--- src/rtl/nor_cmd_ctrl.sv ---
module nor_cmd_ctrl #(
  parameter int ADDR_W    = 18,
  parameter int PROG_CYC  = 8,
  parameter int ERASE_CYC = 64,
  parameter int WIN_CYC   = 32
)(
  input  logic              clk,
  input  logic              rst_n,
  input  logic              ce_n,
  input  logic              we_n,
  input  logic              oe_n,
  input  logic              byte_n,
  input  logic              vlow,
  input  logic [ADDR_W-1:0] addr,
  input  logic [15:0]       dq_in,
  input  logic [10:0]       sec_lock,
  output logic [15:0]       dq_out,
  output logic              dq_oe,
  output logic              rdy,
  output logic [ADDR_W-1:0] arr_addr,
  output logic [15:0]       arr_wdata,
  output logic              arr_we,
  input  logic [15:0]       arr_rdata
);
  localparam int NSEC = 11;
  localparam int E    = ADDR_W - 3;
  localparam int CW   = (ADDR_W < 11) ? ADDR_W : 11;
  localparam int TA   = (PROG_CYC > ERASE_CYC) ? PROG_CYC : ERASE_CYC;
  localparam int TMAX = (TA > WIN_CYC) ? TA : WIN_CYC;
  localparam int TW   = $clog2(TMAX + 1);

  localparam logic [2:0] C0 = 3'd0, C1 = 3'd1, C2 = 3'd2, C3 = 3'd3,
                         C4 = 3'd4, C5 = 3'd5, C6 = 3'd6;

  typedef enum logic [2:0] {
    S_IDLE, S_PW, S_PV, S_EWIN, S_EPRE, S_ETIM, S_EWIPE, S_SUSP
  } st_t;

  function automatic logic [3:0] sec_of(input logic [ADDR_W-1:0] a);
    if (a[ADDR_W-1:E] != 3'd0)       return 4'd3 + 4'(a[ADDR_W-1:E]);
    else if (a[E-1])                 return 4'd3;
    else if (a[E-2:E-3] == 2'b11)    return 4'd2;
    else if (a[E-2:E-3] == 2'b10)    return 4'd1;
    else                             return 4'd0;
  endfunction

  st_t              st, e_phase;
  logic [2:0]       cs;
  logic             we_q, rd_q, t6en, t2en, tog6, tog2, p_d7, insusp;
  logic [ADDR_W-1:0] p_addr, e_addr;
  logic [15:0]      p_tgt;
  logic [NSEC-1:0]  e_sel;
  logic [TW-1:0]    ptmr, etmr;

  wire [7:0]  cmd      = dq_in[7:0];
  wire        wr       = ~ce_n & ~we_n & we_q & oe_n & ~vlow;
  wire        rd_act   = ~ce_n & ~oe_n & we_n;
  wire        rd_end   = rd_q & ~rd_act;
  wire        a555     = addr[CW-1:0] == CW'(11'h555);
  wire        a2aa     = addr[CW-1:0] == CW'(11'h2AA);
  wire        is1      = a555 && cmd == 8'hAA;
  wire        is2      = a2aa && cmd == 8'h55;
  wire [3:0]  sec_host = sec_of(addr);
  wire        sel_host = e_sel[sec_host];
  wire        lck_host = sec_lock[sec_host];
  wire [NSEC-1:0] host_bit = NSEC'(1) << sec_host;
  wire [NSEC-1:0] chip_mask = ~sec_lock;
  wire        busy_st  = st != S_IDLE && st != S_SUSP;
  wire        prog_st  = st == S_PW || st == S_PV;
  wire        erase_bz = st == S_EWIN || st == S_EPRE || st == S_ETIM || st == S_EWIPE;
  wire        erase_cx = erase_bz || st == S_SUSP;
  wire        e_last   = &e_addr;
  wire        lane     = dq_in[15];

  wire [15:0] merged = byte_n ? (arr_rdata & dq_in) :
                       lane   ? {arr_rdata[15:8] & cmd, arr_rdata[7:0]} :
                                {arr_rdata[15:8], arr_rdata[7:0] & cmd};

  assign rdy = ~busy_st;

  always_comb begin
    arr_addr  = addr;
    arr_wdata = p_tgt;
    arr_we    = 1'b0;
    case (st)
      S_PW: begin arr_addr = p_addr; arr_we = ptmr == '0; end
      S_PV: arr_addr = p_addr;
      S_EPRE: begin
        arr_addr  = e_addr;
        arr_wdata = 16'h0000;
        arr_we    = e_sel[sec_of(e_addr)] && arr_rdata != 16'h0000;
      end
      S_EWIPE: begin
        arr_addr  = e_addr;
        arr_wdata = 16'hFFFF;
        arr_we    = e_sel[sec_of(e_addr)] && arr_rdata != 16'hFFFF;
      end
      default: ;
    endcase
  end

  wire        d7   = prog_st ? ~p_d7 : (st == S_SUSP);
  wire [15:0] stat = {8'h00, d7, tog6, 3'b000, tog2, 2'b00};
  wire        show = busy_st || (st == S_SUSP && sel_host);
  wire [15:0] src  = show ? stat : arr_rdata;

  assign dq_oe  = rd_act;
  assign dq_out = byte_n ? src :
                  {8'h00, (show || !lane) ? src[7:0] : src[15:8]};

  always_ff @(posedge clk or negedge rst_n) begin
    if (!rst_n) begin
      st <= S_IDLE; e_phase <= S_EPRE; cs <= C0;
      we_q <= 1'b1; rd_q <= 1'b0; t6en <= 1'b0; t2en <= 1'b0;
      tog6 <= 1'b0; tog2 <= 1'b0; p_d7 <= 1'b0; insusp <= 1'b0;
      p_addr <= '0; e_addr <= '0; p_tgt <= '0; e_sel <= '0;
      ptmr <= '0; etmr <= '0;
    end else begin
      we_q <= we_n;
      rd_q <= rd_act;
      if (rd_act) begin
        t6en <= busy_st;
        t2en <= erase_cx && sel_host;
      end
      if (rd_end && t6en) tog6 <= ~tog6;
      if (rd_end && t2en) tog2 <= ~tog2;

      case (st)
        S_IDLE, S_SUSP: if (wr) begin
          cs <= C0;
          case (cs)
            C0: if (is1) cs <= C1;
                else if (st == S_SUSP && cmd == 8'h30) st <= e_phase;
            C1: if (is2) cs <= C2;
            C2: if (a555 && cmd == 8'hA0) cs <= C3;
                else if (a555 && cmd == 8'h80 && st == S_IDLE) cs <= C4;
            C3: if (!lck_host && !(st == S_SUSP && sel_host)) begin
                  p_addr <= addr;
                  p_tgt  <= merged;
                  p_d7   <= cmd[7];
                  insusp <= st == S_SUSP;
                  ptmr   <= TW'(PROG_CYC - 1);
                  st     <= S_PW;
                end
            C4: if (is1) cs <= C5;
            C5: if (is2) cs <= C6;
            C6: if (cmd == 8'h10 && chip_mask != '0) begin
                  e_sel  <= chip_mask;
                  e_addr <= '0;
                  st     <= S_EPRE;
                end else if (cmd == 8'h30 && !lck_host) begin
                  e_sel <= host_bit;
                  etmr  <= TW'(WIN_CYC - 1);
                  st    <= S_EWIN;
                end
            default: ;
          endcase
        end
        S_PW: if (ptmr == '0) st <= S_PV;
              else ptmr <= ptmr - TW'(1);
        S_PV: if (arr_rdata == p_tgt) st <= insusp ? S_SUSP : S_IDLE;
              else st <= S_PW;
        S_EWIN: if (wr && cmd == 8'h30) begin
                  if (!lck_host) e_sel <= e_sel | host_bit;
                  etmr <= TW'(WIN_CYC - 1);
                end else if (etmr == '0) begin
                  e_addr <= '0;
                  st     <= S_EPRE;
                end else etmr <= etmr - TW'(1);
        S_EPRE, S_ETIM, S_EWIPE:
          if (wr && cmd == 8'hB0) begin
            e_phase <= st;
            st      <= S_SUSP;
          end else if (st == S_ETIM) begin
            if (etmr == '0) begin e_addr <= '0; st <= S_EWIPE; end
            else etmr <= etmr - TW'(1);
          end else if (!arr_we) begin
            if (!e_last) e_addr <= e_addr + ADDR_W'(1);
            else if (st == S_EPRE) begin
              etmr <= TW'(ERASE_CYC - 1);
              st   <= S_ETIM;
            end else begin
              e_sel <= '0;
              st    <= S_IDLE;
            end
          end
        default: st <= S_IDLE;
      endcase
    end
  end

  always @(posedge clk)
    if (!rst_n) a_r1_ready_in_reset: assert (rdy);

  a_r6_write_while_busy: assert property (@(posedge clk) disable iff (!rst_n)
    arr_we |-> !rdy);

  a_r11_no_write_locked: assert property (@(posedge clk) disable iff (!rst_n)
    arr_we |-> !sec_lock[sec_of(arr_addr)]);

  a_r12_vlow_stays_idle: assert property (@(posedge clk) disable iff (!rst_n)
    (st == S_IDLE && vlow) |=> st == S_IDLE);

  a_r5_dq6_flips: assert property (@(posedge clk) disable iff (!rst_n)
    (rd_end && t6en) |=> tog6 != $past(tog6));

  a_r10_walker_held: assert property (@(posedge clk) disable iff (!rst_n)
    (st == S_SUSP) |=> ($stable(e_addr) && $stable(e_sel)));
endmodule

--- config.mk ---
export PLATFORM = sky130hd
export DESIGN_NAME = nor_cmd_ctrl
export DESIGN_NICKNAME = d
export VERILOG_FILES = /design/src/rtl/nor_cmd_ctrl.sv
export SDC_FILE = /design/constraint.sdc
export NUM_CORES = 1
export LEC_CHECK = 0
export ABC_AREA = 1
export CORE_MARGIN = 5
export CORE_UTILIZATION = 62
export CTS_BUF_LIST = sky130_fd_sc_hd__clkbuf_4 sky130_fd_sc_hd__clkbuf_8
export DETAILED_ROUTE_END_ITERATION = 16
export DONT_BUFFER_PORTS = 1
export GPL_TIMING_DRIVEN = 1
export PLACE_DENSITY = 0.78
export SYNTH_ARGS = -nofsm -noshare
export SYNTH_HDL_FRONTEND = slang
export SYNTH_SLANG_ARGS = --single-unit
--- constraint.sdc ---
create_clock -name clk -period 3.58 [get_ports clk]
set_input_delay 0.179 -clock clk [delete_from_list [all_inputs] [get_ports clk]]
set_output_delay 0.179 -clock clk [all_outputs]
set_load 0.1 [all_outputs]
==> impl_summary.log, run 1 <==
[metrics] status: finished, final reports clean
[metrics] die area: 0.01452 mm²
[metrics] peak ir drop on the vdd network: 0.0005886 V
[metrics] dpl hpwl: 18.14 mm
[metrics] main area contributors after synthesis: dfrtp_1 (30%), nand2_1 (18%), inv_1 (7.0%)
[metrics] effective utilization at floorplan: 0.6302
[metrics] Final Slew Violations: 0
[metrics] TritonCTS clock tree: built
[metrics] worst hold path endpoint: p_addr[1]
[metrics] CP Max Fanout: 14
[metrics] type of the tightest min-delay check: in -> reg
[metrics] Final period util: 0.9040
[metrics] Most used DFF post-synth: dfrtp_1
[metrics] Layout Utilization: 0.7565
[metrics] post-synthesis async set-or-reset flop share: 1.000
[metrics] slowest cell on the critical path: dfrtp_1
[metrics] Area growth syn-to-layout: 20.03%
[metrics] highest attainable clock frequency: 309.0 MHz
[metrics] Worst path max stage delay: 0.63 ns
[metrics] library cell occupying the most area in the post-synthesis netlist: dfrtp_1
[metrics] worst flop-to-flop path endpoint: e_sel[0]
[metrics] Setup violations, final: 0
[metrics] minimum hold slack: 0.01082 ns
[metrics] largest buffer count on any clock path: 2
[metrics] final layout net count: 1,308
[metrics] overall overflow remaining after global route: 0
[metrics] number of port buffers: 0
[metrics] Routed Antenna Nets: 0
[metrics] cell type group with the largest total delay on the critical path: buffers and inverters
[metrics] maximum capacitance violations: 0
[metrics] fraction of final layout cells with drive strength greater than 1: 0.1417
[metrics] number of enable-type register cells in the synthesized netlist: 0
[metrics] die outline height: 120.5 µm
[metrics] total count of hold-check failures in the final report: 0
[metrics] category of the worst setup path launch point: register
[metrics] post-placement cell area: 0.008610 mm²
[metrics] Worst Reg-to-Reg Cells: 16
[metrics] number of instances on the worst hold path: 2
[metrics] Cell Area, Synth: 0.007570 mm²
[metrics] drt first pass iters: 6
[metrics] Filler cells: 979
[metrics] RSZ-0062 raised after global routing: false
[metrics] Cell Rows: 40
[metrics] vias: 8,371
[metrics] chip width: 120.5 µm
[metrics] sequential fraction of the synthesis area: 0.3111
[metrics] Antenna Diode Count: 0
[metrics] post-synthesis cell type count: 50
[metrics] most frequently used cell type in the post-synthesis netlist: nand2_1
[metrics] fraction of post-synthesis cell area in the top cell type by area: 0.3041
[metrics] GP Congestion: 1.006
[metrics] post-CTS resize count: 0
[metrics] most used standard cells in the synthesized netlist: nand2_1 (361), inv_1 (142), dfrtp_1 (92), nand3_1 (81), nor2_1 (78)
[metrics] Cell Count, Final, Fillers Out: 1,382
[metrics] number of antenna violations at the first check in global routing: 1
[metrics] final design area excluding fillers: 0.009086 mm²
[metrics] detail-routed net length per standard cell: 17.59 µm
[metrics] initial DRC count: 992
[metrics] latest clock arrival within the worst-skew pair: 0.38 ns
[metrics] number of post-CTS setup repair buffers: 0
[metrics] worst reg-to-reg setup slack: 0.56 ns
[metrics] pin count of the biggest net entering global routing: 95
[metrics] global-route wire length before repair: 39.96 mm
[metrics] total detailed-routing wirelength: 24.31 mm
[metrics] top-level port count: 121
[metrics] Final Skew: 0.01232 ns
[metrics] Core Region: 0.01201 mm²
[metrics] TritonCTS Buffers: 9
[metrics] Min-Delay Startpoint: addr[1]
[metrics] number of storage elements in the synthesis netlist: 94
[metrics] required arrival time at the worst endpoint: 3.40 ns
[metrics] R2R Path Start: e_addr[15]
[metrics] DRC: 0
[metrics] Worst Setup Path Type: reg -> out
[metrics] All-Layer GR Usage: 0.3393
[metrics] # placed instances: 1,341
[metrics] clock period minus worst slack: 3.236 ns
[metrics] cell breakdown of the critical path: inv_2 > nor2_1 > inv_2 > o21ai_4 > nor2_1 > nor2_1 > clkinv_1 > buf_4 > o211ai_1 > clkbuf_16
[metrics] post-synthesis net count: 1,250
[metrics] vias per inst: 6.057
[metrics] # H-tree levels: 3
[metrics] most common cell type on the critical path: nor2_1
[metrics] number of instances in the synthesized netlist: 1,172
[metrics] clock sink total: 94
[metrics] number of warnings printed during yosys synthesis: 0
[metrics] Worst setup EP type: output port
[metrics] leak pwr: 4.349 nW
[metrics] Rel. slew slack: 0.2371
[metrics] vias in the first global route: 7,887
[metrics] post-CTS clock slew at the launch and capture registers of the worst setup and hold paths: 0.09 ns
[metrics] cell area power density: 910.5 mW/mm²
[metrics] worst endpoint data arrival time: 3.06 ns
[metrics] CTS Root Buffer Type: clkbuf_8
[metrics] transition at the pin with the smallest max-transition slack: 1.144 ns
[metrics] Avg Cell Area, Syn: 6.459 µm²
[metrics] power consumption: 0.008273 W
[metrics] Critical path buffers and inverters: 5
logic make-up after synthesis:
family | count (synthesis) | share of synthesized area
DFF | 94 | 0.3111
AOI/OAI and AO/OA | 208 | 0.1602
xor gates and xnor gates | 28 | 0.03240
adders and majority gates | 10 | 0.01653
and+or+nand+nor | 627 | 0.3681
buffers and inverters | 205 | 0.1117
registers in the layout (all words and copies together), names as in the netlist:
| register | flops |
|---|---|
| e_addr | 18 |
| p_addr | 18 |
| p_tgt | 16 |
| e_sel | 11 |
| etmr | 7 |
| ptmr | 7 |
| cs | 3 |
| e_phase | 3 |
| st | 3 |
| insusp | 1 |
| p_d7 | 1 |
| rd_q | 1 |
| t2en | 1 |
| t6en | 1 |
| tog2 | 1 |
| tog6 | 1 |
| we_q | 1 |
report_power, final:
| part | switching (W) | total (W) | internal, W |
|---|---|---|---|
| sequential | 0.000311 | 0.00166 | 0.00135 |
| clock | 0.000397 | 0.000774 | 0.000377 |
| combinational | 0.00417 | 0.00584 | 0.00167 |
| total | 0.00488 | 0.00827 | 0.00339 |
metrics by stage:
step / setup TNS, ns / worst slack (ns)
floorplan: -1.246 / -0.1558
CTS: 0 / 0.3960
finish: 0 / 0.3435
global placement: 0 / 0.7386
detailed placement: 0 / 0.6574
global route: 0 / 0.1545
cell usage in the layout, fill, tap and decap left out, types with 12 or more instances in the layout:
cell type,Yosys,layout
nand2_1,361,361
inv_1,142,142
buf_4,3,36
o221ai_2,0,16
o21ai_1,67,67
dlygate4sd3_1,0,24
a21oi_1,30,30
nor2_1,78,77
buf_12,0,17
xnor2_1,16,16
nor3_1,23,14
dfrtp_1,92,92
inv_2,19,19
nand3_1,81,81
o21ai_0,48,44
nand4_1,41,41
xor2_1,12,12
repair_timing:
item | in CTS | in global routing
hold buffers | 25 | 0
hold endpoints to repair | 116 | 0
endpoints found under the setup margin | 0 | 0
worst reg2reg max path, stage by stage (launching register included):
cell,delay (ns)
dfrtp_1,0.47
inv_1,0.22
ha_1,0.22
inv_1,0.07
nor2_2,0.16
nand3_1,0.22
nand3_1,0.12
nand3_1,0.10
nand3_1,0.13
nand3b_2,0.10
nand2_4,0.16
inv_2,0.05
nor2_2,0.37
nand3_2,0.31
nand2_1,0.15
nand2_1,0.06
inv_1,0.05
metal layers:
layer  global-route usage  up-vias  routed length (µm)
li1                     -     3973                   -
met1               0.4552     3872               10130
met2               0.5417      449               11280
met3              0.06361       75                2132
met4               0.1374        2                 761
met5                    0        -                   7
worst max-delay path by stage:
stage	start	to	slack, ns	cells past startpoint
4_1_cts	st[2]	arr_addr[8]	0.40	10
3_5_place_dp	e_addr[15]	e_sel[10]	0.66	16
2_1_floorplan	st[2]	dq_out[10]	-0.16	9
3_3_place_gp	addr[15]	dq_out[3]	0.74	18
5_1_grt	st[2]	arr_addr[8]	0.15	10
6_report	st[2]	arr_addr[8]	0.34	10
final cells by class:
class,count,area (µm²),share of cell area
multi-input combinational,873,4571,0.5030
sequential,94,2355,0.2592
clock buffer,13,166.4,0.01831
timing repair buffer,89,1156,0.1272
inverter,163,611.8,0.06734
clock inverter,3,42.54,0.004682
tap,147,183.9,0.02024
No activity file was read; power rests on OpenSTA's default activity.
==> run 2: changes to the inputs <==
Settings changed: CORE_UTILIZATION 62 to 55, HOLD_SLACK_MARGIN set to 0.1, PLACE_DENSITY 0.78 to 0.7.
==> impl_summary.log, run 2 (synthesis results as in run 1) <==
[metrics] status: finished, final reports clean
[metrics] # placed instances: 1,367 (+1.9%)
[metrics] total count of hold-check failures in the final report: 0 (unchanged)
[metrics] length of routed met3 wiring: 2.255 mm (+5.8%)
[metrics] vias per inst: 5.862 (-3.2%)
[metrics] maximum capacitance violations: 0 (unchanged)
[metrics] TritonCTS Buffers: 9 (unchanged)
[metrics] latest clock arrival within the worst-skew pair: 0.38 ns (about the same)
[metrics] CP Max Fanout: 9 (-5)
[metrics] # H-tree levels: 3 (unchanged)
[metrics] peak ir drop on the vdd network: 0.0005454 V (-7.3%)
[metrics] global-route wire length before repair: 40.52 mm (+1.4%)
[metrics] overall overflow remaining after global route: 0 (unchanged)
[metrics] initial DRC count: 1,090 (+9.9%)
[metrics] number of antenna violations at the first check in global routing: 0 (-1)
[metrics] worst hold path endpoint: p_tgt[13]
[metrics] type of the tightest min-delay check: in -> reg
[metrics] CTS Root Buffer Type: clkbuf_8
[metrics] Layout Utilization: 0.7031 (-0.05333)
[metrics] dpl hpwl: 18.13 mm (about the same)
[metrics] GP Congestion: 0.9728 (-3.3%)
[metrics] worst flop-to-flop path endpoint: e_sel[5]
[metrics] power consumption: 0.008194 W (-0.96%)
[metrics] Met2 Routed Length: 11.49 mm (+1.9%)
[metrics] top-level port count: 121 (unchanged)
[metrics] TritonCTS clock tree: built
[metrics] largest buffer count on any clock path: 2 (unchanged)
[metrics] post-CTS clock slew at the launch and capture registers of the worst setup and hold paths: 0.10 ns (about the same)
[metrics] number of post-CTS setup repair buffers: 0 (unchanged)
[metrics] number of instances on the worst hold path: 2 (unchanged)
[metrics] die outline height: 127.3 µm (+5.7%)
[metrics] Final period util: 0.9535 (+0.04950)
[metrics] worst endpoint data arrival time: 3.23 ns (+0.17 ns)
[metrics] detail-routed net length per standard cell: 17.47 µm (-0.68%)
[metrics] Rel. slew slack: 0.2317 (-0.005337)
[metrics] total detailed-routing wirelength: 25.12 mm (+3.3%)
[metrics] clock sink total: 94 (unchanged)
[metrics] All-Layer GR Usage: 0.3098 (-0.02950)
[metrics] R2R Path Start: e_addr[15]
[metrics] required arrival time at the worst endpoint: 3.40 ns (about the same)
[metrics] uppermost metal layer occupied by signal nets: met4
[metrics] Worst Setup Path Type: in -> out
[metrics] sum of negative setup slack: 0 ns (unchanged)
[metrics] chip width: 127.3 µm (+5.7%)
[metrics] commonest cells after routing, fill and taps aside: nand2_1 (360), inv_1 (142), dfrtp_1 (92), nand3_1 (81), nor2_1 (76)
[metrics] most common cell after layout, fill and taps aside: nand2_1
[metrics] cell area power density: 873.0 mW/mm² (-4.1%)
[metrics] Worst setup EP type: output port
[metrics] vias: 8,429 (+0.69%)
[metrics] Cell Count, Final, Fillers Out: 1,438 (+4.1%)
[metrics] die area: 0.01621 mm² (+12%)
[metrics] Worst Reg-to-Reg Cells: 16 (unchanged)
[metrics] Setup violations, final: 0 (unchanged)
[metrics] leak pwr: 4.413 nW (+1.5%)
[metrics] final layout net count: 1,336 (+2.1%)
[metrics] worst reg-to-reg setup slack: 0.62 ns (+0.06 ns)
[metrics] transition at the pin with the smallest max-transition slack: 1.152 ns (+0.008005 ns)
[metrics] Top Registers: e_addr: 18 flops, p_addr: 18 flops, p_tgt: 16 flops
[metrics] Final Slew Violations: 0 (unchanged)
[metrics] Core Region: 0.01335 mm² (+11%)
[metrics] pin count of the biggest net entering global routing: 95 (unchanged)
[metrics] Cell Rows: 42 (+5.0%)
[metrics] category of the worst setup path launch point: primary input
[metrics] sum of routed wire segments on met1: 10.47 mm (+3.4%)
[metrics] Final Skew: 0.01017 ns (-0.002146 ns)
[metrics] Routed Antenna Nets: 0 (unchanged)
[metrics] Area growth syn-to-layout: 23.98%
[metrics] fraction of final layout cells with drive strength greater than 1: 0.1371 (-0.004616)
[metrics] DRC: 0 (unchanged)
[metrics] highest attainable clock frequency: 292.9 MHz (-5.2%)
[metrics] clock period minus worst slack: 3.414 ns (+0.1772 ns)
[metrics] post-placement cell area: 0.008611 mm² (about the same)
[metrics] vias in the first global route: 7,796 (-1.2%)
[metrics] drt first pass iters: 5 (-1)
[metrics] Antenna Diode Count: 0 (unchanged)
[metrics] number of port buffers: 0 (unchanged)
[metrics] final design area excluding fillers: 0.009385 mm² (+3.3%)
[metrics] effective utilization at floorplan: 0.5671 (-0.06309)
[metrics] Min-Delay Startpoint: dq_in[5]
[run 2: where the power goes]
part,switching (W),internal [W]
sequential,0.000309,0.00135
combinational,0.00419,0.00169
clock,0.000397,0.000256
[run 2: worst max path at each step]
| stage | to | slack [ns] | startpoint |
|---|---|---|---|
| floorplan | dq_out[10] | -0.16 | st[2] |
| finish | dq_out[2] | 0.17 | addr[15] |
| detailed placement | e_sel[3] | 0.67 | e_addr[15] |
| global route | dq_out[0] | -0.0002 | addr[15] |
| global placement | dq_out[2] | 0.74 | addr[15] |
| CTS | dq_out[2] | 0.10 | addr[15] |
[run 2: critical path, cell delays in order]
cell	delay, ns
dlygate4sd3_1	0.56
inv_1	0.19
ha_1	0.21
inv_1	0.06
nor2_1	0.15
nand3_2	0.20
nand2_4	0.17
nand2_1	0.06
a21oi_1	0.13
nand2_1	0.06
nand2_1	0.09
nand4_1	0.15
nand2_2	0.22
nor2_2	0.07
inv_1	0.23
nor2_1	0.09
nor2_2	0.10
buf_4	0.29
[run 2: layout make-up]
type                       count  area, µm²
multi-input combinational    873       4576
fill                        1160       3963
sequential                    94       2355
timing repair buffer         117       1454
inverter                     163      611.8
tap                          176      220.2
clock buffer                  10      131.4
clock inverter                 5      37.54
[run 2: per-stage QoR]
stage          setup slack (ns)  hold slack (ns)
2_1_floorplan           -0.1558          -0.1166
3_3_place_gp             0.7363          -0.1141
3_5_place_dp             0.6698          -0.1143
4_1_cts                  0.1028           0.1055
5_1_grt              -0.0002489           0.1271
6_report                 0.1663           0.1615
[run 2: timing repair]
action	in CTS	in global routing
hold buffers	56	0
hold endpoints to repair	133	0
endpoints found under the setup margin	0	6
resized for setup	0	8
[run 2: per-layer routing]
layer  vias up  GRT usage
li1       4026          -
met1      3843     0.4224
met2       476     0.4893
met3        84    0.05426
met4         0     0.1249
met5         -          0
